**src/rtl/pmu_pkg.sv**
```systemverilog
package pmu_pkg;
  localparam int PMU_AW = 4;
  localparam int DIV_LOG2 = 6;

  localparam logic [PMU_AW-1:0] A_CTRL  = 4'd0;
  localparam logic [PMU_AW-1:0] A_ENSET = 4'd1;
  localparam logic [PMU_AW-1:0] A_ENCLR = 4'd2;
  localparam logic [PMU_AW-1:0] A_OVSET = 4'd3;
  localparam logic [PMU_AW-1:0] A_OVCLR = 4'd4;
  localparam logic [PMU_AW-1:0] A_IESET = 4'd5;
  localparam logic [PMU_AW-1:0] A_IECLR = 4'd6;
  localparam logic [PMU_AW-1:0] A_SWINC = 4'd7;
  localparam logic [PMU_AW-1:0] A_SEL   = 4'd8;
  localparam logic [PMU_AW-1:0] A_XCNT  = 4'd9;
  localparam logic [PMU_AW-1:0] A_XCNTH = 4'd10;
  localparam logic [PMU_AW-1:0] A_XTYPE = 4'd11;
  localparam logic [PMU_AW-1:0] A_CYCLO = 4'd12;
  localparam logic [PMU_AW-1:0] A_CYCHI = 4'd13;
  localparam logic [PMU_AW-1:0] A_USER  = 4'd14;

  localparam int C_EN    = 0;
  localparam int C_EVRST = 1;
  localparam int C_CYRST = 2;
  localparam int C_DIV   = 3;
  localparam int C_LCYC  = 4;
  localparam int C_LEV   = 5;
  localparam logic [31:0] CTRL_WMASK = 32'h0000_0039;
  localparam int NFIELD_LSB = 11;

  // next value of a counter after adding inc; short mode keeps 32 bits
  function automatic logic [63:0] pmu_bump(input logic [63:0] old,
                                           input logic [1:0] inc,
                                           input logic wide);
    logic [63:0] s;
    s = old + 64'(inc);
    return wide ? s : {32'h0, s[31:0]};
  endfunction

  // watched bit fell from 1 to 0
  function automatic logic pmu_wrapped(input logic [63:0] old,
                                       input logic [63:0] nxt,
                                       input logic wide);
    logic [63:0] m;
    m = wide ? 64'h8000_0000_0000_0000 : 64'h0000_0000_8000_0000;
    return |(old & ~nxt & m);
  endfunction
endpackage

```
**src/rtl/pmu_setclr.sv**
```systemverilog
module pmu_setclr #(
  parameter int W = 32
) (
  input  logic         clk,
  input  logic         rst_n,
  input  logic         set_we,
  input  logic         clr_we,
  input  logic [W-1:0] wdata,
  input  logic [W-1:0] hw_set,
  output logic [W-1:0] q
);
  logic [W-1:0] set_bits, clr_bits;
  assign set_bits = set_we ? wdata : '0;
  assign clr_bits = clr_we ? wdata : '0;

  always_ff @(posedge clk or negedge rst_n) begin
    if (!rst_n) q <= '0;
    else        q <= (q & ~clr_bits) | set_bits | hw_set;
  end


  mask_set_chk: assert property (@(posedge clk) disable iff (!rst_n)
    set_we |=> ((q & $past(wdata)) == $past(wdata)));

  mask_clr_chk: assert property (@(posedge clk) disable iff (!rst_n)
    clr_we |=> ((q & $past(wdata) & ~$past(hw_set)) == '0));
endmodule

```
**src/rtl/pmu_evcnt.sv**
```systemverilog
module pmu_evcnt
  import pmu_pkg::*;
#(
  parameter int TYPE_W = 10
) (
  input  logic              clk,
  input  logic              rst_n,
  input  logic              cnt_en,
  input  logic              ev,
  input  logic              sw_inc,
  input  logic              wide,
  input  logic              clr_all,
  input  logic              wr_lo,
  input  logic              wr_hi,
  input  logic              wr_type,
  input  logic [31:0]       wdata,
  output logic [63:0]       count,
  output logic [TYPE_W-1:0] evtype,
  output logic              ovf
);
  logic        ev_hit, sw_hit, bumped;
  logic [1:0]  inc;
  logic [63:0] nxt;

  assign ev_hit = cnt_en & ev;
  assign sw_hit = cnt_en & sw_inc & (evtype == '0);
  assign inc    = {1'b0, ev_hit} + {1'b0, sw_hit};
  assign nxt    = pmu_bump(count, inc, wide);
  assign bumped = (inc != 2'd0) & ~clr_all & ~wr_lo & ~wr_hi;
  assign ovf    = bumped & pmu_wrapped(count, nxt, wide);

  always_ff @(posedge clk or negedge rst_n) begin
    if (!rst_n)       count <= '0;
    else if (clr_all) count <= '0;
    else if (wr_lo)   count <= {count[63:32], wdata};
    else if (wr_hi)   count <= {wdata, count[31:0]};
    else if (bumped)  count <= nxt;
  end

  always_ff @(posedge clk or negedge rst_n) begin
    if (!rst_n)       evtype <= '0;
    else if (wr_type) evtype <= wdata[TYPE_W-1:0];
  end


  evcnt_hold_chk: assert property (@(posedge clk) disable iff (!rst_n)
    (!cnt_en && !clr_all && !wr_lo && !wr_hi) |=> $stable(count));

  evcnt_double_chk: assert property (@(posedge clk) disable iff (!rst_n)
    (ev_hit && sw_hit && bumped && !wide) |=> (count[31:0] == $past(count[31:0]) + 32'd2));

  evcnt_short_chk: assert property (@(posedge clk) disable iff (!rst_n)
    (bumped && !wide) |=> (count[63:32] == 32'h0));
endmodule

```
**src/rtl/pmu_cyccnt.sv**
```systemverilog
module pmu_cyccnt
  import pmu_pkg::*;
(
  input  logic        clk,
  input  logic        rst_n,
  input  logic        run,
  input  logic        div_mode,
  input  logic        wide,
  input  logic        clr,
  input  logic        wr_lo,
  input  logic        wr_hi,
  input  logic [31:0] wdata,
  output logic [63:0] count,
  output logic        ovf
);
  logic [DIV_LOG2-1:0] pre;
  logic                tick, bumped;
  logic [63:0]         nxt;

  assign tick   = run & (~div_mode | (pre == {DIV_LOG2{1'b1}}));
  assign bumped = tick & ~clr & ~wr_lo & ~wr_hi;
  assign nxt    = pmu_bump(count, 2'd1, 1'b1);
  assign ovf    = bumped & pmu_wrapped(count, nxt, wide);

  always_ff @(posedge clk or negedge rst_n) begin
    if (!rst_n)                pre <= '0;
    else if (clr)              pre <= '0;
    else if (run && div_mode)  pre <= pre + 1'b1;
  end

  always_ff @(posedge clk or negedge rst_n) begin
    if (!rst_n)      count <= '0;
    else if (clr)    count <= '0;
    else if (wr_lo)  count <= {count[63:32], wdata};
    else if (wr_hi)  count <= {wdata, count[31:0]};
    else if (bumped) count <= nxt;
  end


  cyc_div_chk: assert property (@(posedge clk) disable iff (!rst_n)
    (!tick && !clr && !wr_lo && !wr_hi) |=> $stable(count));

  cyc_step_chk: assert property (@(posedge clk) disable iff (!rst_n)
    bumped |=> (count == $past(count) + 64'd1));
endmodule

```
**src/rtl/pmu_bank.sv**
```systemverilog
module pmu_bank
  import pmu_pkg::*;
#(
  parameter int          N_EVT    = 4,
  parameter int          TYPE_W   = 10,
  parameter logic [31:0] CTRL_RST = 32'h0000_0008,
  parameter bit          USR_EXT  = 1'b1
) (
  input  logic              clk,
  input  logic              rst_n,
  input  logic [3:0]        reg_addr,
  input  logic              reg_we,
  input  logic [31:0]       reg_wdata,
  output logic [31:0]       reg_rdata,
  input  logic [N_EVT-1:0]  evt_in,
  output logic              irq
);
  localparam logic [31:0] IMPL = 32'h8000_0000 | ((32'd1 << N_EVT) - 32'd1);
  localparam logic [3:0]  USR_MASK = USR_EXT ? 4'hF : 4'h1;

  logic [31:0] ctrl_q, en_q, ovs_q, ie_q, hw_ovf, wmask_data;
  logic [4:0]  sel_q;
  logic [3:0]  usr_q;
  logic        wr_ctrl, wr_swinc, wr_sel, wr_xcnt, wr_xcnth, wr_xtype, wr_usr;
  logic        sel_valid, cyc_ovf;
  logic [63:0] cyc_cnt, xcnt;
  logic [TYPE_W-1:0] xtyp;
  logic [63:0]       ev_cnt [N_EVT];
  logic [TYPE_W-1:0] ev_typ [N_EVT];
  logic [N_EVT-1:0]  ev_ovf;

  assign wr_ctrl   = reg_we && reg_addr == A_CTRL;
  assign wr_swinc  = reg_we && reg_addr == A_SWINC;
  assign wr_sel    = reg_we && reg_addr == A_SEL;
  assign wr_xcnt   = reg_we && reg_addr == A_XCNT;
  assign wr_xcnth  = reg_we && reg_addr == A_XCNTH;
  assign wr_xtype  = reg_we && reg_addr == A_XTYPE;
  assign wr_usr    = reg_we && reg_addr == A_USER;
  assign sel_valid = 32'(sel_q) < N_EVT;
  assign wmask_data = reg_wdata & IMPL;

  always_ff @(posedge clk or negedge rst_n) begin
    if (!rst_n) begin
      ctrl_q <= CTRL_RST & CTRL_WMASK;
      sel_q  <= '0;
      usr_q  <= '0;
    end else begin
      if (wr_ctrl) ctrl_q <= reg_wdata & CTRL_WMASK;
      if (wr_sel)  sel_q  <= reg_wdata[4:0];
      if (wr_usr)  usr_q  <= reg_wdata[3:0] & USR_MASK;
    end
  end

  for (genvar i = 0; i < N_EVT; i++) begin : g_evt
    pmu_evcnt #(.TYPE_W(TYPE_W)) u_cnt (
      .clk     (clk),
      .rst_n   (rst_n),
      .cnt_en  (ctrl_q[C_EN] & en_q[i]),
      .ev      (evt_in[i]),
      .sw_inc  (wr_swinc & reg_wdata[i]),
      .wide    (ctrl_q[C_LEV]),
      .clr_all (wr_ctrl & reg_wdata[C_EVRST]),
      .wr_lo   (wr_xcnt & sel_valid & (sel_q == 5'(i))),
      .wr_hi   (wr_xcnth & sel_valid & (sel_q == 5'(i))),
      .wr_type (wr_xtype & sel_valid & (sel_q == 5'(i))),
      .wdata   (reg_wdata),
      .count   (ev_cnt[i]),
      .evtype  (ev_typ[i]),
      .ovf     (ev_ovf[i])
    );
  end

  pmu_cyccnt u_cyc (
    .clk      (clk),
    .rst_n    (rst_n),
    .run      (ctrl_q[C_EN] & en_q[31]),
    .div_mode (ctrl_q[C_DIV] & ~ctrl_q[C_LCYC]),
    .wide     (ctrl_q[C_LCYC]),
    .clr      (wr_ctrl & reg_wdata[C_CYRST]),
    .wr_lo    (reg_we && reg_addr == A_CYCLO),
    .wr_hi    (reg_we && reg_addr == A_CYCHI),
    .wdata    (reg_wdata),
    .count    (cyc_cnt),
    .ovf      (cyc_ovf)
  );

  always_comb begin
    hw_ovf = '0;
    hw_ovf[N_EVT-1:0] = ev_ovf;
    hw_ovf[31] = cyc_ovf;
  end

  pmu_setclr #(.W(32)) u_en (
    .clk(clk), .rst_n(rst_n),
    .set_we(reg_we && reg_addr == A_ENSET), .clr_we(reg_we && reg_addr == A_ENCLR),
    .wdata(wmask_data), .hw_set(32'h0), .q(en_q));
  pmu_setclr #(.W(32)) u_ovs (
    .clk(clk), .rst_n(rst_n),
    .set_we(reg_we && reg_addr == A_OVSET), .clr_we(reg_we && reg_addr == A_OVCLR),
    .wdata(wmask_data), .hw_set(hw_ovf), .q(ovs_q));
  pmu_setclr #(.W(32)) u_ie (
    .clk(clk), .rst_n(rst_n),
    .set_we(reg_we && reg_addr == A_IESET), .clr_we(reg_we && reg_addr == A_IECLR),
    .wdata(wmask_data), .hw_set(32'h0), .q(ie_q));

  assign irq = ctrl_q[C_EN] & |(ie_q & ovs_q);

  always_comb begin
    xcnt = '0;
    xtyp = '0;
    for (int k = 0; k < N_EVT; k++) begin
      if (sel_q == 5'(k)) begin
        xcnt = ev_cnt[k];
        xtyp = ev_typ[k];
      end
    end
  end

  always_comb begin
    case (reg_addr)
      A_CTRL:           reg_rdata = ctrl_q | (32'(N_EVT) << NFIELD_LSB);
      A_ENSET, A_ENCLR: reg_rdata = en_q;
      A_OVSET, A_OVCLR: reg_rdata = ovs_q;
      A_IESET, A_IECLR: reg_rdata = ie_q;
      A_SEL:            reg_rdata = {27'h0, sel_q};
      A_XCNT:           reg_rdata = xcnt[31:0];
      A_XCNTH:          reg_rdata = xcnt[63:32];
      A_XTYPE:          reg_rdata = 32'(xtyp);
      A_CYCLO:          reg_rdata = cyc_cnt[31:0];
      A_CYCHI:          reg_rdata = cyc_cnt[63:32];
      A_USER:           reg_rdata = {28'h0, usr_q};
      default:          reg_rdata = 32'h0;
    endcase
  end


  irq_hold_chk: assert property (@(posedge clk) disable iff (!rst_n)
    (irq && !wr_ctrl && !(reg_we && (reg_addr == A_OVCLR || reg_addr == A_IECLR)))
      |=> irq);

  sel_keep_chk: assert property (@(posedge clk) disable iff (!rst_n)
    wr_sel |=> (sel_q == $past(reg_wdata[4:0])));

  usr_bits_chk: assert property (@(posedge clk) disable iff (!rst_n)
    (reg_addr == A_USER) |-> ((reg_rdata[3:0] & ~USR_MASK) == 4'h0 && reg_rdata[31:4] == '0));

  ctrl_nfield_chk: assert property (@(posedge clk) disable iff (!rst_n)
    (reg_addr == A_CTRL) |-> (reg_rdata[15:11] == 5'(N_EVT)));

  evrst_chk: assert property (@(posedge clk) disable iff (!rst_n)
    (wr_ctrl && reg_wdata[C_EVRST]) |=> (ev_cnt[0] == 64'h0));
endmodule

```
**config.mk**
```make
export PLATFORM = sky130hd
export DESIGN_NAME = pmu_bank
export DESIGN_NICKNAME = d
export VERILOG_FILES = /design/src/rtl/pmu_pkg.sv /design/src/rtl/pmu_setclr.sv /design/src/rtl/pmu_evcnt.sv /design/src/rtl/pmu_cyccnt.sv /design/src/rtl/pmu_bank.sv
export SDC_FILE = /design/constraint.sdc
export NUM_CORES = 2
export LEC_CHECK = 0
export BUFFER_PORTS_ARGS = -buffer_cell sky130_fd_sc_hd__buf_4
export CAP_MARGIN = 5
export CORE_UTILIZATION = 59
export DETAILED_ROUTE_END_ITERATION = 10
export PLACE_DENSITY = 0.87
export SKIP_LAST_GASP = 1
export SLEW_MARGIN = 20
export SYNTH_ARGS = -nofsm -noshare
export SYNTH_HDL_FRONTEND = slang
export SYNTH_HIERARCHICAL = 1
export SYNTH_SLANG_ARGS = --single-unit
```
**constraint.sdc**
```tcl
create_clock -name clk -period 2.92 [get_ports clk]
set_input_delay 0.438 -clock clk [delete_from_list [all_inputs] [get_ports clk]]
set_output_delay 0.438 -clock clk [all_outputs]
set_load 0.01 [all_outputs]
```
==> results of run 1 <==
stage by stage:
stage / cells / area (um2) / worst slack [ns] / utilization, % / hold slack [ns]
floorplan: 4208 / 35300 / -0.762 / - / 0.142
global placement: 5368 / 40600 / -0.762 / 72.1 / 0.489
detailed placement: 5368 / 40600 / -0.901 / 72.1 / 0.499
CTS: 5557 / 44600 / -0.416 / 79.3 / 0.231
cell usage after synthesis, types with 15 or more instances:
cell / count
nor2b_1: 34
dfrtp_1: 474
and3_1: 76
a211oi_1: 27
o22ai_1: 59
clkbuf_1: 173
mux2_2: 105
nand2_1: 412
inv_1: 45
nor2_1: 309
nand2b_1: 15
buf_2: 55
a221o_1: 119
a32oi_1: 17
o311ai_0: 29
and4_1: 50
or3_1: 32
a22oi_1: 116
o21ai_0: 326
a21oi_1: 192
and2_1: 44
or4_1: 28
nor4_1: 69
mux2i_1: 74
ha_1: 24
a31oi_1: 41
buf_1: 16
a211o_1: 23
a221oi_1: 33
o211ai_1: 24
nand4_1: 135
o31ai_1: 19
nand3_1: 175
xnor2_1: 48
nor3_1: 178
xor2_1: 57
cell families after synthesis:
logic type | Yosys count | share of synthesized area, %
other | 1 | 0.0112
AO/OA/AOI/OAI | 1163 | 23.5
AND/OR/NAND/NOR | 1674 | 26.4
XOR/XNOR | 105 | 2.74
buffers and inverters | 316 | 4.11
flip-flops | 475 | 35.4
multiplexers | 194 | 6.72
adder cells (fa/ha/maj) | 28 | 1.13
layer usage:
metal / GRT usage (%) / GRT overflow
met1: 79.8 / 0
met4: 63.4 / 2
met5: 28.9 / 0
met2: 87.8 / 3
met3: 57.7 / 4
repair_timing:
| item | CTS |
|---|---|
| hold endpoints to repair | 61 |
| endpoints found under the setup margin | 201 |
| resized for setup | 356 |
| hold buffers | 1 |
| buffers inserted | 91 |
| cloned | 9 |
| pin swaps | 152 |
==> results.sh, run 1 <==
export IMPL_outcome="stopped before the end"
export IMPL_lastStage="5_1_grt"
export IMPL_error_line="[ERROR GRT-0232] Routing congestion too high. Check the congestion heatmap in the GUI."
export IMPL_synthArstFlopShare_pct=100
export IMPL_portBuffers=75
export IMPL_cts_buffer_depth=3
export IMPL_root_buffer="clkbuf_16"
export IMPL_antenna_found_initial=51
export IMPL_grt_max_degree=82
export IMPL_synth_warnings=6
export IMPL_syn_avg_cell_area_um2=8.48
export IMPL_cts_buffers=56
export IMPL_synthTopCellsByArea="dfrtp_1 35%, o21ai_0 4.9%, nand2_1 4.6%"
export IMPL_synth_edf_count=0
export IMPL_grt_worst_endpoint="reg_rdata[5]"
export IMPL_postSynthCellCount=3956
export IMPL_grt_util_all_layers_pct=73.7
export IMPL_ys_seq_area_share_pct=35.4
export IMPL_ys_ff_latch=475
export IMPL_synthFlopType="dfrtp_1"
export IMPL_gr_total_overflow=9
export IMPL_dp_hpwl_mm=121
export IMPL_yosysUniqueCellTypes=100
export IMPL_yosysTopAreaCellShare_pct=35.3
export IMPL_ioPinCount=76
export IMPL_die_w_um=240
export IMPL_h_tree_depth=2
export IMPL_rows=87
export IMPL_place_congestion=1.10
export IMPL_synth_top_area_cell="dfrtp_1"
export IMPL_initial_core_util_pct=59.6
export IMPL_worstEndpointType="primary output"
export IMPL_clock_sinks=475
export IMPL_synth_cell_area_mm2=0.0336
export IMPL_die_y_um=240
==> inputs of run 2 (changes only) <==
- CORE_UTILIZATION: 59 -> 40
- PLACE_DENSITY: 0.87 -> not set
- PLACE_DENSITY_LB_ADDON: not set -> 0.15
- clock period: 2.92 -> 3.8 ns (I/O delays scaled with it)
==> results.sh, run 2 <==
export IMPL_grt_util_all_layers_pct=39.6
export IMPL_place_congestion=1.05
export IMPL_ant_nets=0
export IMPL_layout_worst_path_cycle_share_pct=102
export IMPL_die_w_um=292
export IMPL_cellLeakagePower_uw=0.0165
export IMPL_fin_skew_ns=0.0457
export IMPL_vias_per_cell=6.72
export IMPL_power_density_mw_per_mm2=466
export IMPL_first_pass_iters=9
export IMPL_clock_sinks=475
export IMPL_nFillCells=7948
export IMPL_clk_pin_slew_ns=0.06
export IMPL_cts_tree="yes"
export IMPL_grt_max_degree=85
export IMPL_yosysUniqueCellTypes=100
export IMPL_post_route_drc_count=0
export IMPL_met2_usage_pct=54.6
export IMPL_critPathRequiredTime_ns=3.23
export IMPL_nets=4483
export IMPL_initial_core_util_pct=40.7
export IMPL_synthAdderAreaFrac_pct=1.13
export IMPL_cts_buffers=60
export IMPL_fin_ws_ns=-0.0793
export IMPL_gr_total_overflow=0
export IMPL_max_freq_mhz=258
export IMPL_die_y_um=292
export IMPL_insertion_delay_ns=0.69
export IMPL_synth_mux_area_fraction_pct=6.72
export IMPL_synth_cell_area_mm2=0.0336
export IMPL_dp_hpwl_mm=122
export IMPL_multiInputGateArea_mm2=0.0215
export IMPL_cp_end_kind="output pin"
export IMPL_seqCellArea_mm2=0.0119
export IMPL_crit_type="register to output pin"
export IMPL_drt_iter0_drc=5809
export IMPL_layout_commonest_cell="dfrtp_1"
export IMPL_violations="negative setup slack"
export IMPL_synthFlopType="dfrtp_1"
export IMPL_cap_violations=0
export IMPL_worst_pin_slew_ns=1.10
export IMPL_cts_buffer_depth=3
export IMPL_synth_warnings=6
export IMPL_antenna_found_initial=11
export IMPL_largest_reg_flops=256
export IMPL_drive_above_1_share_pct=17.2
export IMPL_grt_pass1_wl_mm=247
export IMPL_drv_slew=0
export IMPL_top_usage_layer="met2"
export IMPL_peakVddDrop_mv=0.392
export IMPL_use_met1_pct=54.4
export IMPL_syn_avg_cell_area_um2=8.48
export IMPL_synth_top_family_by_area="simple AND/OR/NAND/NOR gates"
export IMPL_wire_per_inst_um=31.1
export IMPL_portBuffers=75
export IMPL_synthTopCellsByArea="dfrtp_1 35%, o21ai_0 4.9%, nand2_1 4.6%"
export IMPL_h_tree_depth=2
export IMPL_layout_common_cells="472 x dfrtp_1, 409 x nand2_1, 372 x buf_4, 324 x o21ai_0, 294 x nor2_1"
export IMPL_wl_mm=173
export IMPL_first_global_vias=33700
export IMPL_vias=37300
export IMPL_cp_top_family="compound AO/OA/AOI/OAI gates"
export IMPL_cpMostUsedCell="buf_12"
export IMPL_power_uw=19100
export IMPL_slew_headroom_pct=26.4
export IMPL_cp_max_fo=24
export IMPL_yosysMostFrequentCell="dfrtp_1"
export IMPL_grtUsageMet3_pct=12.3
export IMPL_arrival_ns=3.31
export IMPL_hp_class="primary input to register"
export IMPL_post_route_min_period_ns=3.88
export IMPL_cp_num_buf_inv=4
export IMPL_rows=105
export IMPL_synth_top_area_cell="dfrtp_1"
export IMPL_path_cells="buf_12, buf_12, nor2b_1, a222oi_1, o21ai_0, a211o_1, buf_12, buf_4"
export IMPL_postSynthCellCount=3956
export IMPL_synthArstFlopShare_pct=100
export IMPL_root_buffer="clkbuf_16"
export IMPL_crit_path_top_delay_cell="a222oi_1"
export IMPL_outcome="complete, but fails checks"
export IMPL_syn2layout_area_growth_pct=22.0
export IMPL_max_stage_delay_ns=0.68
export IMPL_dpl_worst_slack_ns=-0.317
export IMPL_reg_top3="g_evt.u_cnt/count x256, u_cyc/count x64, g_evt.u_cnt/evtype x40"
export IMPL_grt_setup_unrepaired="yes"
export IMPL_yosysTopAreaCellShare_pct=35.3
export IMPL_ys_seq_area_share_pct=35.4
export IMPL_synth_simple_gate_area_share_pct=26.4
export IMPL_synth_edf_count=0
export IMPL_max_flop_register="g_evt.u_cnt/count"
export IMPL_yosys_area_share_xor_xnor_pct=2.74
export IMPL_synth_compound_area_share_pct=23.5
export IMPL_setup_violations=6
export IMPL_core_area_mm2=0.0825
export IMPL_ioPinCount=76
export IMPL_die_area_mm2=0.0851
export IMPL_crit_path_start_kind="register"
export IMPL_ys_ff_latch=475
export IMPL_hold_violations=0
export IMPL_synthTopCellsByCount="474 x dfrtp_1, 412 x nand2_1, 326 x o21ai_0"
run 2: kinds of logic (layout without fill, tap and decap cells):
group,Yosys count,in the layout
fa+ha+maj,28,28
xor+xnor,105,105
other cells,1,269
buf+inv,316,572
simple gates,1674,1674
flops,475,475
mux,194,194
compound gates,1163,1163
run 2: metal layers:
metal | up-vias | part of all wire (%) | wire (um)
met5 | - | 0.013 | 23
met4 | 4 | 6.3 | 10900
met3 | 544 | 13 | 22700
met2 | 2542 | 41 | 70100
met1 | 18300 | 40 | 68800
li1 | 15900 | - | -
run 2: tightest hold or removal path: stages:
cell	delay [ns]
buf_4	0.24
nand2_1	0.12
o31ai_1	0.07
run 2: final cells by class:
class | count | area share (%)
timing repair buffer | 408 | 8.58
antenna | 16 | 0.0978
multi-input combinational | 3417 | 52.5
tap | 1070 | 3.27
sequential | 475 | 29.1
inverter | 50 | 0.459
clock buffer | 76 | 4.08
clock inverter | 38 | 1.92
run 2: worst paths after layout:
check                               from                        to  slack, ns  depth (start not counted)
min in group asynchronous          rst_n  g_evt[1].u_cnt/count[54]       0.44                          2
setup / recovery                sel_q[0]             reg_rdata[20]      -0.08                          8
hold reg to reg               u_en/q[21]                u_en/q[21]       0.51                          1
max in group asynchronous          rst_n           u_cyc/count[61]       2.20                          4
hold / removal             reg_wdata[17]  g_evt[1].u_cnt/count[17]       0.37                          3
setup reg to reg               ctrl_q[0]  g_evt[3].u_cnt/count[42]       0.22                         14
run 2: report_power, final:
group / leakage, uW / switching (uW) / total [uW] / internal [uW]
clock network: 0.00119 / 2670 / 7210 / 4540
registers: 0.00594 / 1270 / 6940 / 5660
logic: 0.00932 / 3070 / 4940 / 1870
run 2: per-stage QoR:
| stage | setup TNS (ns) | instances | utilization (%) | cell area [um2] | hold WS [ns] |
|---|---|---|---|---|---|
| after floorplan | -0.00177 | 4208 | - | 34600 | 0.274 |
| after global placement | -5.27 | 5409 | 46.3 | 38200 | 0.490 |
| after detailed placement | -7.20 | 5409 | 46.3 | 38200 | 0.500 |
| after CTS | -0.0214 | 5532 | 49.5 | 40800 | 0.327 |
| after global routing | -0.0155 | 5536 | 49.6 | 40900 | 0.353 |
| final | -0.173 | 5550 | 49.6 | 40900 | 0.371 |
run 2: repair_timing:
| item | 4_1_cts | 5_1_grt |
|---|---|---|
| pin swaps | 1 | 1 |
| endpoints found under the hold margin | 51 | 0 |
| setup endpoints to repair | 27 | 7 |
| resized for setup | 5 | 5 |
| gates cloned | 0 | 1 |
| hold buffers | 1 | 0 |
| setup buffers | 8 | 1 |
Note: power is estimated with default switching activity, not from simulation.
